===== config.mk =====
export PLATFORM = sky130hd
export DESIGN_NAME = dma_cb_channel
export DESIGN_NICKNAME = d
export VERILOG_FILES = /design/src/rtl/dma_ch_pkg.sv /design/src/rtl/dma_wr_track.sv /design/src/rtl/dma_pace.sv /design/src/rtl/dma_cb_channel.sv
export SDC_FILE = /design/constraint.sdc
export NUM_CORES = 1
export LEC_CHECK = 0
export BUFFER_PORTS_ARGS = -buffer_cell sky130_fd_sc_hd__buf_4
export CAP_MARGIN = 20
export CORE_UTILIZATION = 50
export CTS_BUF_LIST = sky130_fd_sc_hd__clkbuf_16
export CTS_CLUSTER_DIAMETER = 150
export CTS_CLUSTER_SIZE = 24
export DETAILED_ROUTE_END_ITERATION = 8
export PLACE_DENSITY = 0.7
export SYNTH_ARGS = -nofsm -noshare
export SYNTH_HDL_FRONTEND = slang
export SYNTH_SLANG_ARGS = --single-unit

===== constraint.sdc =====
create_clock -name clk -period 3.45 [get_ports clk]
set_input_delay 0.69 -clock clk [delete_from_list [all_inputs] [get_ports clk]]
set_output_delay 0.69 -clock clk [all_outputs]
set_load 0.1 [all_outputs]

===== src/rtl/dma_ch_pkg.sv =====
package dma_ch_pkg;
  localparam int WORD_W = 32;
  localparam int MAP_W  = 5;
  localparam int GAP_W  = 5;
  localparam int NREQ   = 1 << MAP_W;

  // control word bit positions
  localparam int TI_IEN   = 0;
  localparam int TI_WRESP = 3;
  localparam int TI_DINC  = 4;
  localparam int TI_DPACE = 6;
  localparam int TI_DSKIP = 7;
  localparam int TI_SINC  = 8;
  localparam int TI_SPACE = 10;
  localparam int TI_SSKIP = 11;
  localparam int TI_MAPLO = 16;
  localparam int TI_GAPLO = 21;

  // status/control bit positions
  localparam int CS_RUN   = 0;
  localparam int CS_END   = 1;
  localparam int CS_INT   = 2;
  localparam int CS_ABORT = 30;
  localparam int CS_RST   = 31;

  typedef enum logic [3:0] {
    ST_IDLE, ST_FREQ, ST_FRSP, ST_GAP, ST_PACE,
    ST_RREQ, ST_RRSP, ST_WREQ, ST_DRAIN, ST_NEXT
  } state_t;
endpackage


===== src/rtl/dma_wr_track.sv =====
module dma_wr_track #(
  parameter int CNT_W = 4
) (
  input  logic clk,
  input  logic rst_n,
  input  logic issue,
  input  logic retire,
  output logic busy
);
  localparam logic [CNT_W-1:0] CNT_MAX = {CNT_W{1'b1}};

  logic [CNT_W-1:0] cnt_q, cnt_d;

  always_comb begin
    cnt_d = cnt_q;
    if (issue && !retire)      cnt_d = cnt_q + 1'b1;
    else if (retire && !issue) cnt_d = cnt_q - 1'b1;
  end

  always_ff @(posedge clk or negedge rst_n) begin
    if (!rst_n) cnt_q <= '0;
    else        cnt_q <= cnt_d;
  end

  assign busy = |cnt_q;


  wr_no_overflow_chk: assert property (@(posedge clk) disable iff (!rst_n)
    (cnt_q == CNT_MAX) |-> !(issue && !retire));


  wr_no_underflow_chk: assert property (@(posedge clk) disable iff (!rst_n)
    (cnt_q == '0) |-> !(retire && !issue));
endmodule


===== src/rtl/dma_pace.sv =====
module dma_pace
  import dma_ch_pkg::*;
#(
  parameter int CW = GAP_W
) (
  input  logic            clk,
  input  logic            rst_n,
  input  logic [NREQ-1:0] dreq,
  input  logic [MAP_W-1:0] map,
  input  logic            gap_load,
  input  logic [CW-1:0]   gap_val,
  input  logic            gap_en,
  output logic            gap_zero,
  output logic            line
);
  logic [CW-1:0] gap_q, gap_d;

  always_comb begin
    gap_d = gap_q;
    if (gap_load)                gap_d = gap_val;
    else if (gap_en && !gap_zero) gap_d = gap_q - 1'b1;
  end

  always_ff @(posedge clk or negedge rst_n) begin
    if (!rst_n) gap_q <= '0;
    else        gap_q <= gap_d;
  end

  assign gap_zero = (gap_q == '0);
  assign line     = dreq[map];


  gap_step_chk: assert property (@(posedge clk) disable iff (!rst_n)
    (gap_en && !gap_load && !gap_zero) |=> (gap_q == $past(gap_q) - 1'b1));
endmodule


===== src/rtl/dma_cb_channel.sv =====
module dma_cb_channel
  import dma_ch_pkg::*;
#(
  parameter int OUT_W = 4
) (
  input  logic              clk,
  input  logic              rst_n,
  input  logic              reg_wr,
  input  logic [5:0]        reg_addr,
  input  logic [WORD_W-1:0] reg_wdata,
  output logic [WORD_W-1:0] reg_rdata,
  output logic              mem_req,
  output logic              mem_we,
  output logic [WORD_W-1:0] mem_addr,
  output logic [WORD_W-1:0] mem_wdata,
  input  logic              mem_gnt,
  input  logic              mem_rvalid,
  input  logic [WORD_W-1:0] mem_rdata,
  input  logic              mem_bvalid,
  input  logic [NREQ-1:0]   dreq,
  output logic              irq
);
  localparam logic [WORD_W-1:0] STEP = WORD_W'(4);
  localparam logic [WORD_W-1:0] ALIGN_MASK = ~WORD_W'(31);

  state_t            st_q, st_d;
  logic              run_q, run_d, end_q, end_d, int_q, int_d, abt_q, abt_d;
  logic [WORD_W-1:0] cb_q, cb_d, ti_q, ti_d, src_q, src_d, dst_q, dst_d;
  logic [WORD_W-1:0] len_q, len_d, str_q, str_d, nxt_q, nxt_d, dat_q, dat_d;
  logic [2:0]        idx_q, idx_d;

  logic cs_wr, rst_cmd, cb_wr, step, gap_load, gap_en, gap_zero, line;
  logic paced, held, wr_busy;

  assign cs_wr   = reg_wr && (reg_addr == 6'h00);
  assign rst_cmd = cs_wr && reg_wdata[CS_RST];
  assign cb_wr   = reg_wr && (reg_addr == 6'h04) && (st_q == ST_IDLE);
  assign paced   = ti_q[TI_SPACE] || ti_q[TI_DPACE];
  assign held    = (st_q == ST_PACE) && paced && !line;

  dma_wr_track #(.CNT_W(OUT_W)) u_track (
    .clk(clk), .rst_n(rst_n),
    .issue(mem_req && mem_we && mem_gnt),
    .retire(mem_bvalid), .busy(wr_busy)
  );

  dma_pace u_pace (
    .clk(clk), .rst_n(rst_n), .dreq(dreq),
    .map(ti_q[TI_MAPLO +: MAP_W]),
    .gap_load(gap_load), .gap_val(ti_q[TI_GAPLO +: GAP_W]),
    .gap_en(gap_en), .gap_zero(gap_zero), .line(line)
  );

  always_comb begin
    st_d = st_q; run_d = run_q; end_d = end_q; int_d = int_q; abt_d = abt_q;
    cb_d = cb_q; ti_d = ti_q; src_d = src_q; dst_d = dst_q; len_d = len_q;
    str_d = str_q; nxt_d = nxt_q; dat_d = dat_q; idx_d = idx_q;
    mem_req = 1'b0; mem_we = 1'b0; mem_addr = src_q; mem_wdata = dat_q;
    step = 1'b0; gap_load = 1'b0; gap_en = 1'b0;

    if (cs_wr) begin
      run_d = reg_wdata[CS_RUN];
      if (reg_wdata[CS_END]) end_d = 1'b0;
      if (reg_wdata[CS_INT]) int_d = 1'b0;
      if (reg_wdata[CS_ABORT] && st_q != ST_IDLE) abt_d = 1'b1;
    end
    if (cb_wr) cb_d = reg_wdata & ALIGN_MASK;

    case (st_q)
      ST_IDLE: if (run_q && cb_q != '0) begin
        st_d  = ST_FREQ;
        idx_d = '0;
      end
      ST_FREQ: begin
        mem_req  = 1'b1;
        mem_addr = cb_q + {27'b0, idx_q, 2'b00};
        if (mem_gnt) st_d = ST_FRSP;
      end
      ST_FRSP: if (mem_rvalid) begin
        case (idx_q)
          3'd0:    ti_d  = mem_rdata;
          3'd1:    src_d = mem_rdata;
          3'd2:    dst_d = mem_rdata;
          3'd3:    len_d = mem_rdata;
          3'd4:    str_d = mem_rdata;
          default: nxt_d = mem_rdata;
        endcase
        if (idx_q == 3'd5) begin
          st_d     = ST_GAP;
          gap_load = 1'b1;
        end else begin
          idx_d = idx_q + 3'd1;
          st_d  = ST_FREQ;
        end
      end
      ST_GAP: begin
        if (len_q == '0 || abt_q) st_d = ST_DRAIN;
        else if (run_q) begin
          if (gap_zero) st_d = ST_PACE;
          else          gap_en = 1'b1;
        end
      end
      ST_PACE: if (run_q && (!paced || line)) begin
        if (!ti_q[TI_SSKIP])      st_d = ST_RREQ;
        else begin
          dat_d = '0;
          if (ti_q[TI_DSKIP]) step = 1'b1;
          else                st_d = ST_WREQ;
        end
      end
      ST_RREQ: begin
        mem_req = 1'b1;
        if (mem_gnt) st_d = ST_RRSP;
      end
      ST_RRSP: if (mem_rvalid) begin
        dat_d = mem_rdata;
        if (ti_q[TI_DSKIP]) step = 1'b1;
        else                st_d = ST_WREQ;
      end
      ST_WREQ: begin
        mem_req  = 1'b1;
        mem_we   = 1'b1;
        mem_addr = dst_q;
        if (mem_gnt) step = 1'b1;
      end
      ST_DRAIN: if (!ti_q[TI_WRESP] || !wr_busy) st_d = ST_NEXT;
      default: begin
        end_d = 1'b1;
        if (ti_q[TI_IEN]) int_d = 1'b1;
        cb_d  = nxt_q;
        abt_d = 1'b0;
        st_d  = ST_IDLE;
      end
    endcase

    if (step) begin
      if (ti_q[TI_SINC]) src_d = src_q + STEP;
      if (ti_q[TI_DINC]) dst_d = dst_q + STEP;
      len_d    = (len_q > STEP) ? len_q - STEP : '0;
      st_d     = ST_GAP;
      gap_load = 1'b1;
    end

    if (rst_cmd) begin
      st_d = ST_IDLE; run_d = 1'b0; end_d = 1'b0; int_d = 1'b0;
      abt_d = 1'b0; cb_d = '0;
    end
  end

  always_ff @(posedge clk or negedge rst_n) begin
    if (!rst_n) begin
      st_q <= ST_IDLE; run_q <= 1'b0; end_q <= 1'b0; int_q <= 1'b0; abt_q <= 1'b0;
      cb_q <= '0; ti_q <= '0; src_q <= '0; dst_q <= '0; len_q <= '0;
      str_q <= '0; nxt_q <= '0; dat_q <= '0; idx_q <= '0;
    end else begin
      st_q <= st_d; run_q <= run_d; end_q <= end_d; int_q <= int_d; abt_q <= abt_d;
      cb_q <= cb_d; ti_q <= ti_d; src_q <= src_d; dst_q <= dst_d; len_q <= len_d;
      str_q <= str_d; nxt_q <= nxt_d; dat_q <= dat_d; idx_q <= idx_d;
    end
  end

  always_comb begin
    case (reg_addr)
      6'h00:   reg_rdata = {25'b0, wr_busy, held, !run_q, line, int_q, end_q, run_q};
      6'h04:   reg_rdata = cb_q;
      6'h08:   reg_rdata = ti_q;
      6'h0C:   reg_rdata = src_q;
      6'h10:   reg_rdata = dst_q;
      6'h14:   reg_rdata = len_q;
      6'h18:   reg_rdata = str_q;
      6'h1C:   reg_rdata = nxt_q;
      default: reg_rdata = '0;
    endcase
  end

  assign irq = int_q;


  idle_quiet_chk: assert property (@(posedge clk) disable iff (!rst_n)
    (cb_q == '0) |-> !mem_req);


  req_hold_chk: assert property (@(posedge clk) disable iff (!rst_n)
    (mem_req && !mem_gnt && !rst_cmd) |=>
      (mem_req && $stable(mem_addr) && $stable(mem_we) && $stable(mem_wdata)));


  no_src_read_chk: assert property (@(posedge clk) disable iff (!rst_n)
    (mem_req && !mem_we && st_q != ST_FREQ) |-> !ti_q[TI_SSKIP]);


  no_dst_write_chk: assert property (@(posedge clk) disable iff (!rst_n)
    (mem_req && mem_we) |-> !ti_q[TI_DSKIP]);


  int_at_end_chk: assert property (@(posedge clk) disable iff (!rst_n)
    $rose(int_q) |-> $past(st_q == ST_NEXT));


  drain_done_chk: assert property (@(posedge clk) disable iff (!rst_n)
    (st_q == ST_NEXT && ti_q[TI_WRESP]) |-> !wr_busy);
endmodule


; ---- Word level (Yosys, flattened, before mapping)
; Cells that the tools add are included.
[word_totals]
mem_bits_ro = 0
memories = 0
input_bits = 108
mem_bits_rw = 0
out_inout_bits = 99
register_bits = 276
elab_cells = 202
latch_bits = 0
[classes]
n_eq_ne = 40
magnitude_cmp = 2
multipliers = 0
shifts = 0
muxes = 81
n_div = 0
reduce_logical = 54
n_bitwise = 1
addsub = 8
[op_table]
columns = op, count
row1 = two-way mux 32 bit, 21
row2 = case mux 32 bit (8 select lines), 1
row3 = case mux 32 bit (2 select lines), 2
row4 = "adder 32 x 3 -> 32 bit, second input constant", 2
row5 = two-way mux 4 bit, 16
row6 = case mux 4 bit (9 select lines), 1
row7 = adder 32 x 5 -> 32 bit, 1
row8 = "> comparator 32 x 3 -> 1 bit, second input constant", 1
row9 = logical NOT 32 bit, 1
row10 = nonzero test 32 bit, 1
row11 = "subtractor 32 x 3 -> 32 bit, second input constant", 1
row12 = two-way mux 1 bit, 31
row13 = "== test 6 x 5 -> 1 bit, second input constant", 4
row14 = "inequality test 4 bit, second input constant", 5
row15 = "== test 4 x 3 -> 1 bit, second input constant", 4
row16 = nonzero test 2 bit, 8
row17 = logical AND 1 bit, 14
row18 = "== test 6 x 4 -> 1 bit, second input constant", 2
row19 = "inequality test 3 x 1 -> 1 bit, second input constant", 4
row20 = AND reduction 3 bit, 4
row21 = two-way mux 5 bit, 2
row22 = AND reduction 10 bit, 1
row23 = two-way mux 3 bit, 3
row24 = OR reduction 9 bit, 1
row25 = 35 further kinds, 55

; ---- Depth between registers and ports, before layout
; Gate-level depths: netlist (run 1).
[depth]
depth_word = 9
mapped_depth = 13
mapped_depth_nobuf = 11

; ---- Modules after synthesis
; A second synthesis (run 1) with hierarchy kept.
[hier_totals]
cells_unflattened = 1724
area_unflattened_um2 = 16062.9
[by_module_without_submodules]
columns = module, area_per_inst_um2, seq_area_each_um2, n_inst, cells_per_inst
row1 = dma_cb_channel, 15138.3, 6681.4, 1, 1623
row2 = dma_pace, 609.3, 125.1, 1, 71
row3 = dma_wr_track, 315.3, 100.1, 1, 30

; ---- Least setup slack after synthesis (run 1)
; No wires, ideal clock.
[synth_timing]
kind = reg-to-output
start = register cb_q[3]
end = output mem_addr[29]
stages_incl_launch_ff = 10
path_slack_ps = -1282
arrival_ps = 4042
path_buffers = 0
required_ps = 2760
path_cell_list = dfrtp_1 -> ha_1 -> a21o_1 -> a21oi_1 -> nor4_1 -> nand2_1 -> nor2_1 -> nand3_1 -> xor2_1 -> o21ai_0
[synth_via]
elab_chain_cells = 2
[synth_lines]
columns = item, line
row1 = "start, declared", dma_cb_channel.sv:28  ; logic [WORD_W-1:0] cb_q, cb_d, ti_q, ti_d, src_q, src_d, dst_q, dst_d;
row2 = "start signal, assigned", dma_cb_channel.sv:153  ; cb_q <= '0; ti_q <= '0; src_q <= '0; dst_q <= '0; len_q <= '0;
row3 = "start signal, assigned", dma_cb_channel.sv:157  ; cb_q <= cb_d; ti_q <= ti_d; src_q <= src_d; dst_q <= dst_d; len_q <= len_d;
row4 = adder 32 x 5 -> 32 bit, dma_cb_channel.sv:76  ; mem_addr = cb_q + {27'b0, idx_q, 2'b00};
row5 = case mux 32 bit (2 select lines), dma_cb_channel.sv:69  ; case (st_q)
row6 = "end, declared", dma_cb_channel.sv:14  ; output logic [WORD_W-1:0] mem_addr,
; Every way passes these cells.

; ---- Worst setup path after layout (run 1)
[layout_timing]
start = register idx_q[0]
end = output mem_addr[26]
[layout_via]
elab_chain_cells = 2
[layout_lines]
columns = item, line
row1 = "start, declared", dma_cb_channel.sv:30  ; logic [2:0] idx_q, idx_d;
row2 = "start signal, assigned", dma_cb_channel.sv:158  ; str_q <= str_d; nxt_q <= nxt_d; dat_q <= dat_d; idx_q <= idx_d;
row3 = adder 32 x 5 -> 32 bit, dma_cb_channel.sv:76
row4 = case mux 32 bit (2 select lines), dma_cb_channel.sv:69
; Every way passes these cells.

==> results of run 1 <==
## critical path, cell delays in order (launching register included)
cell,delay (ps)
dfrtp_2,470
ha_4,180
fa_2,350
a21o_1,210
nand2_2,100
nor3_2,40
buf_4,160
nand2_4,70
buf_6,110
nor2_1,50
xnor2_1,130
o21ai_2,200
buf_12,200
## cells by family after synthesis
| group | Yosys count | synth area share, % |
|---|---|---|
| and+or+nand+nor | 588 | 17.7 |
| AOI/OAI and AO/OA | 512 | 21.9 |
| DFF | 276 | 41.9 |
| buffers and inverters | 179 | 4.65 |
| muxes | 154 | 10.2 |
| xor gates and xnor gates | 39 | 2.07 |
| adders and majority gates | 20 | 1.61 |
## sequential cells by signal, summed over array words and instances (netlist names)
register,flops
abt_q,1
cb_q,32
dst_q,32
end_q,1
idx_q,3
irq,1
len_q,32
mem_wdata,32
nxt_q,32
run_q,1
src_q,32
st_q,4
str_q,32
ti_q,32
u_pace.gap_q,5
u_track.cnt_q,4
## through the flow
| stage | instances | setup slack (ps) | setup TNS [ps] | utilization (%) | hold slack [ps] |
|---|---|---|---|---|---|
| 3_5_place_dp | 2393 | 147 | 0 | 58.8 | 454 |
| 3_3_place_gp | 2393 | 179 | 0 | 58.8 | 452 |
| 5_1_grt | 2419 | -86.5 | -534 | 61.1 | 218 |
| 2_1_floorplan | 1768 | -698 | -2620 | - | 394 |
| 6_report | 2420 | -26.0 | -42.9 | 61.1 | 147 |
| 4_1_cts | 2418 | -42.8 | -86.8 | 60.8 | 204 |
## worst max path at each step
stage	slack (ps)	cells past startpoint	end	start
after floorplan	-700	6	mem_addr[6]	cb_q[2]
after global placement	180	9	reg_rdata[31]	reg_addr[1]
after detailed placement	150	9	reg_rdata[31]	reg_addr[1]
after CTS	-40	12	mem_addr[26]	idx_q[0]
after global routing	-90	12	mem_addr[24]	idx_q[0]
final	-30	12	mem_addr[26]	idx_q[0]
## timing repair
action,CTS,global route
setup buffers,9,0
endpoints found under the setup margin,29,29
pin swaps,13,14
resized for setup,44,24
gates cloned,0,0
## area by class of cell
cell class	instances	area, um^2
clock buffers	15	375
repair buffers	313	2700
fillers	2797	12600
well taps	442	553
multi-input cells	1313	9050
diodes	1	2.50
clock inverters	1	16.3
inverters	59	221
flip-flops and latches	276	6910
## report_power, final
part	total, mW	switching [mW]	internal [mW]
clock	1.92	1.12	0.797
sequential	5.50	1.36	4.14
combinational	9.94	6.91	3.03
total	17.4	9.40	7.96
## layout by cell type (no fill, tap or decap), types with 15 or more instances in the layout
cell type and count:
o21ai_0 103, mux2_2 104, xor2_1 19, a21oi_1 61, xnor2_1 20, ha_1 16
nand3_1 53, a221o_1 24, nand2_1 193, nand4_1 26, buf_12 24, nor2_1 114
and2_1 15, or3_1 16, clkbuf_16 15, o21ai_2 24, dfrtp_1 273, buf_4 279
a22oi_1 107, nor3_1 40, and3_1 21, nor4_1 21, mux2i_1 49, a222oi_1 16
inv_1 58, o31ai_1 31
## per-layer routing
metal | vias to the layer above | share of wire [%] | GRT usage (%)
met2 | 1022 | 44 | 54.6
li1 | 6997 | - | -
met5 | - | 0.045 | 0
met4 | 4 | 3.2 | 11.5
met1 | 7882 | 41 | 53.7
met3 | 132 | 12 | 6.97
## Yosys cell counts, drive strengths merged (9+ instances only)
library cell,count,share of area [%]
clkbuf,85,1.9
and3,21,0.80
a222oi,16,0.97
a31oi,10,0.47
buf,35,1.4
o22ai,14,0.53
o31ai,33,1.6
a221oi,12,0.71
o211ai,14,0.64
xnor2,20,1.1
a211oi,13,0.65
xor2,19,1.0
a311oi,13,0.69
a21oi,64,2.0
a221o,24,1.5
mux2i,49,3.0
nand3,58,1.8
mux2,105,7.2
dfrtp,276,42
o21ai,133,4.1
nor2,123,2.8
and4,10,0.53
ha,18,1.4
nor4,26,1.4
nand2,198,4.5
a22oi,107,4.9
nor3,52,1.8
and2,18,0.70
or3,16,0.61
nand4,26,0.99
inv,59,1.3
or2,9,0.34
nand2b,11,0.43
==> flow_metrics.py, run 1 <==
metrics = {
    "run_status": {
        "run_status": "complete, but fails checks",
        "violations": "negative setup slack",
    },
    "timing": {
        "clock_skew_ps": 24.0,
        "finalCritPeriodShare_pct": 101,
        "fmax_ghz": 0.288,
        "layout_setup_ws_ps": -26.0,
        "hold_viol_final": 0,
        "slew-limit-headroom_pct": 33.2,
        "period_needed_ps": 3480,
        "drv_slew": 0,
        "setup_viol": 3,
        "rsz0062_at_grt": "yes",
        "worst_pin_slew_ps": 997,
    },
    "floorplanning": {
        "dieArea_mm2": 0.0337,
        "design.portCount": 207,
        "start_util_pct": 50.8,
        "die_h_um": 184,
        "die_w_um": 184,
        "core-area_mm2": 0.0325,
        "core.rowCount": 66,
    },
    "global_route": {
        "grt_overflow_total": 0,
        "grt_max_degree": 84,
        "grt_pass1_wl_mm": 92.6,
        "track_usage_pct": 36.7,
        "antenna_found_initial": 4,
        "grt_pass1_vias": 15000,
    },
    "route": {
        "route.detailed.drc": 0,
        "postRouteAntennaNets": 0,
        "drt-total-wl_mm": 62.2,
        "wl_per_cell_um": 25.7,
        "drtIter0Drc": 2058,
        "viasPerCell": 6.63,
        "first_pass_iters": 6,
        "routed-via-count": 16000,
    },
    "synthesis": {
        "ys_ff_latch": 276,
        "syn_inst": 1768,
        "ys_async_sr_fraction_pct": 100,
        "avgSynthCellArea_um2": 9.32,
        "synth_area_mm2": 0.0165,
        "synth_edf_count": 0,
        "synth_flop_cell": "dfrtp_1",
        "yosysSeqAreaShare_pct": 41.9,
        "ys_warn_count": 0,
        "synth_nets": 1896,
        "synthDistinctLibCells": 89,
    },
    "setup_path": {
        "end_kind": "primary output",
        "r2r_slack_ps": 270,
        "reg2reg_depth": 9,
        "crit_fanout": 4,
        "worst_r2r_startpoint": "st_q[1]",
        "r2r_end": "src_q[12]",
        "critPathKind": "reg2out",
        "critPathArrivalTime_ps": 2790,
        "crit_required_ps": 2760,
        "cp-start-kind": "flop",
    },
    "final_layout": {
        "nNetsFinal": 2106,
        "layout-drive-gt1-share_pct": 27.0,
        "final_cell_area_mm2": 0.0198,
        "syn2layout_area_growth_pct": 20.3,
    },
    "cts": {
        "clock_latency_ps": 520,
        "htreeDepth": 1,
        "cts_tree": "yes",
        "hold_buffers": 0,
        "cts-buffers-inserted": 15,
        "path_clk_slew_ps": 110,
        "cts.sinks": 276,
        "cts.path.max_buffers": 3,
        "clockRootBuffer": "clkbuf_16",
    },
    "power_and_ir_drop": {
        "p_leak_nw": 8.87,
        "totalPowerFinal_mw": 17.4,
        "ir_worst_vdd_mv": 0.782,
        "powerDensity_mw_per_mm2": 875,
    },
    "placement": {
        "place_hpwl_mm": 45.9,
        "portBuffers": 204,
        "placedInstanceArea_mm2": 0.0191,
        "gp_congestion": 1.00,
    },
    "flow_run": {
        "maxCapViolCount": 0,
    },
    "hold_path": {
        "min_path_type": "in2async",
    },
}
Note: power is estimated with default switching activity, not from simulation.
==> run 2, diff against run 1 <==
PLACE_DENSITY = 0.8   (was 0.7)
SLEW_MARGIN = 25   (was unset)
==> run 2 against run 1 <==
  * The flow still finishes with violations (negative setup slack)
  * Sequential cell count unchanged
  * Clock power about the same
  * Clock-buffer cell count unchanged
  * Largest power group unchanged
  * Critical endpoint is now mem_addr[30]
  * Non-clock buffer count decreased by 2
  * Routed wire length decreased by 0.39%
  * Clock skew decreased by 4.4 ps
  * Power increased by 0.56%
  * Worst hold slack got worse by 31 ps
  * Sequential share of layout area decreased by 0.14 points
  * Combinational power increased by 0.5%
==> flow_metrics.py, run 2 (synthesis gave the netlist of run 1 again) <==
metrics = {
    "cts": {
        "cts.sinks": 276,
        "clock_latency_ps": 510,
        "path_clk_slew_ps": 100,
        "cts-buffers-inserted": 15,
        "clockRootBuffer": "clkbuf_16",
        "cts_tree": "yes",
        "htreeDepth": 1,
        "cts.path.max_buffers": 3,
    },
    "setup_path": {
        "cp-start-kind": "flop",
        "crit_path_cell_trace": "ha_4 -> fa_2 -> a21o_1 -> nand2_2 -> nor3_4 -> nand2_4 -> nor2_4 -> nand4_1 -> xor2_1 -> o21ai_2 -> buf_12",
        "slowest_stage": "dfrtp_1",
        "worst_path_largest_cell_delay_ps": 450,
        "crit_fanout": 2,
        "crit_required_ps": 2760,
        "critPathKind": "reg2out",
        "end_kind": "primary output",
        "r2r_slack_ps": 40,
        "critPathArrivalTime_ps": 2800,
        "reg2reg_depth": 9,
    },
    "floorplanning": {
        "core.rowCount": 66,
        "die_h_um": 184,
        "start_util_pct": 50.8,
        "die_w_um": 184,
        "core-area_mm2": 0.0325,
        "design.portCount": 207,
        "dieArea_mm2": 0.0337,
    },
    "route": {
        "postRouteAntennaNets": 0,
        "route.detailed.drc": 0,
        "routed-via-count": 16300,
        "first_pass_iters": 9,
        "drtIter0Drc": 2724,
        "drt-total-wl_mm": 62.0,
        "wl_per_cell_um": 25.6,
        "viasPerCell": 6.75,
    },
    "placement": {
        "portBuffers": 204,
        "placedInstanceArea_mm2": 0.0190,
        "pre_cts_ws_ps": 82.3,
        "gp_congestion": 1.03,
        "place_hpwl_mm": 45.8,
    },
    "final_layout": {
        "final_cell_area_mm2": 0.0199,
        "layout-drive-gt1-share_pct": 27.5,
        "multi_input_area_mm2": 0.00917,
        "antenna_cells": 0,
        "syn2layout_area_growth_pct": 20.9,
        "n_fill_cell": 2759,
        "utilization_pct": 61.4,
        "nNetsFinal": 2104,
        "final_common_cell": "buf_4",
        "layout_common_cells": "buf_4, dfrtp_1, nand2_1, nor2_1, a22oi_1",
        "area.sequential_mm2": 0.00691,
    },
    "global_route": {
        "grt_overflow_total": 0,
        "grt_pass1_wl_mm": 92.5,
        "grt_pass1_vias": 15400,
        "track_usage_pct": 36.4,
        "grt_max_degree": 90,
        "antenna_found_initial": 1,
    },
    "timing": {
        "setup_viol": 3,
        "finalCritPeriodShare_pct": 101,
        "drv_slew": 0,
        "layout_setup_ws_ps": -40.6,
        "fmax_ghz": 0.286,
        "hold_viol_final": 0,
        "slew-limit-headroom_pct": 39.0,
        "rsz0062_at_grt": "yes",
        "whs_ps": 116,
        "period_needed_ps": 3490,
        "worst_pin_slew_ps": 906,
        "clock_skew_ps": 19.6,
    },
    "run_status": {
        "violations": "negative setup slack",
        "run_status": "complete, but fails checks",
    },
    "power_and_ir_drop": {
        "powerDensity_mw_per_mm2": 877,
        "p_leak_nw": 8.89,
        "ir_worst_vdd_mv": 0.794,
        "totalPowerFinal_mw": 17.5,
    },
    "flow_run": {
        "maxCapViolCount": 0,
    },
    "hold_path": {
        "min_path_type": "in2async",
    },
}
run 2: cell types whose count changed in the layout (fill, tap and decap cells not counted), sizes merged:
cell	change
buf	-2
inv	+1
diode	-1
run 2: through the flow:
stage,instances,setup TNS (ps)
after floorplan,1768,-2620
after global placement,2387,0
after detailed placement,2387,0
after CTS,2415,-1180
after global routing,2418,-633
final,2418,-95.8
run 2: path summary, 6_finish.rpt:
path,from,to
worst min-delay path,rst_n,cb_q[9]
worst max register to register,st_q[0],src_q[19]
worst max-delay path,idx_q[0],mem_addr[30]
min in group clk,reg_wdata[0],run_q
max in group asynchronous,rst_n,len_q[29]
worst min register to register,u_track.cnt_q[3],u_track.cnt_q[3]
run 2: layer usage:
metal	part of all wire [%]	GRT usage [%]	vias to the layer above
li1	-	-	7008
met2	43	54.7	1163
met5	0.032	0	-
met4	4.6	14.3	2
met3	13	8.24	206
met1	40	50.8	7935
run 2: repair_timing:
item                       CTS  global route
hold buffers                 0             0
setup endpoints to repair   28            36
hold endpoints to repair     0             0
pin swaps                   20            14
buffers inserted            11             4
resized for setup           65            32
run 2: layout make-up:
cell class,count,area share (%)
clock inverters,2,0.126
clock buffers,15,1.88
flip-flops and latches,276,34.7
inverters,59,1.11
multi-input cells,1313,46.0
repair buffers,311,13.4
well taps,442,2.78
run 2: critical path, delay by kind of cell (launching register included):
kind | cells | cell delay [ps]
AND/OR/NAND/NOR | 5 | 680
XOR/XNOR | 1 | 180
AO/OA/AOI/OAI | 2 | 400
flip-flops | 1 | 450
adder cells (fa/ha/maj) | 2 | 380
buffers and inverters | 1 | 200
run 2: power by group:
group          switching [mW]  internal [mW]  total, mW
clock                    1.11          0.802       1.91
combinational            6.91           3.08       9.99
sequential               1.42           4.14       5.56
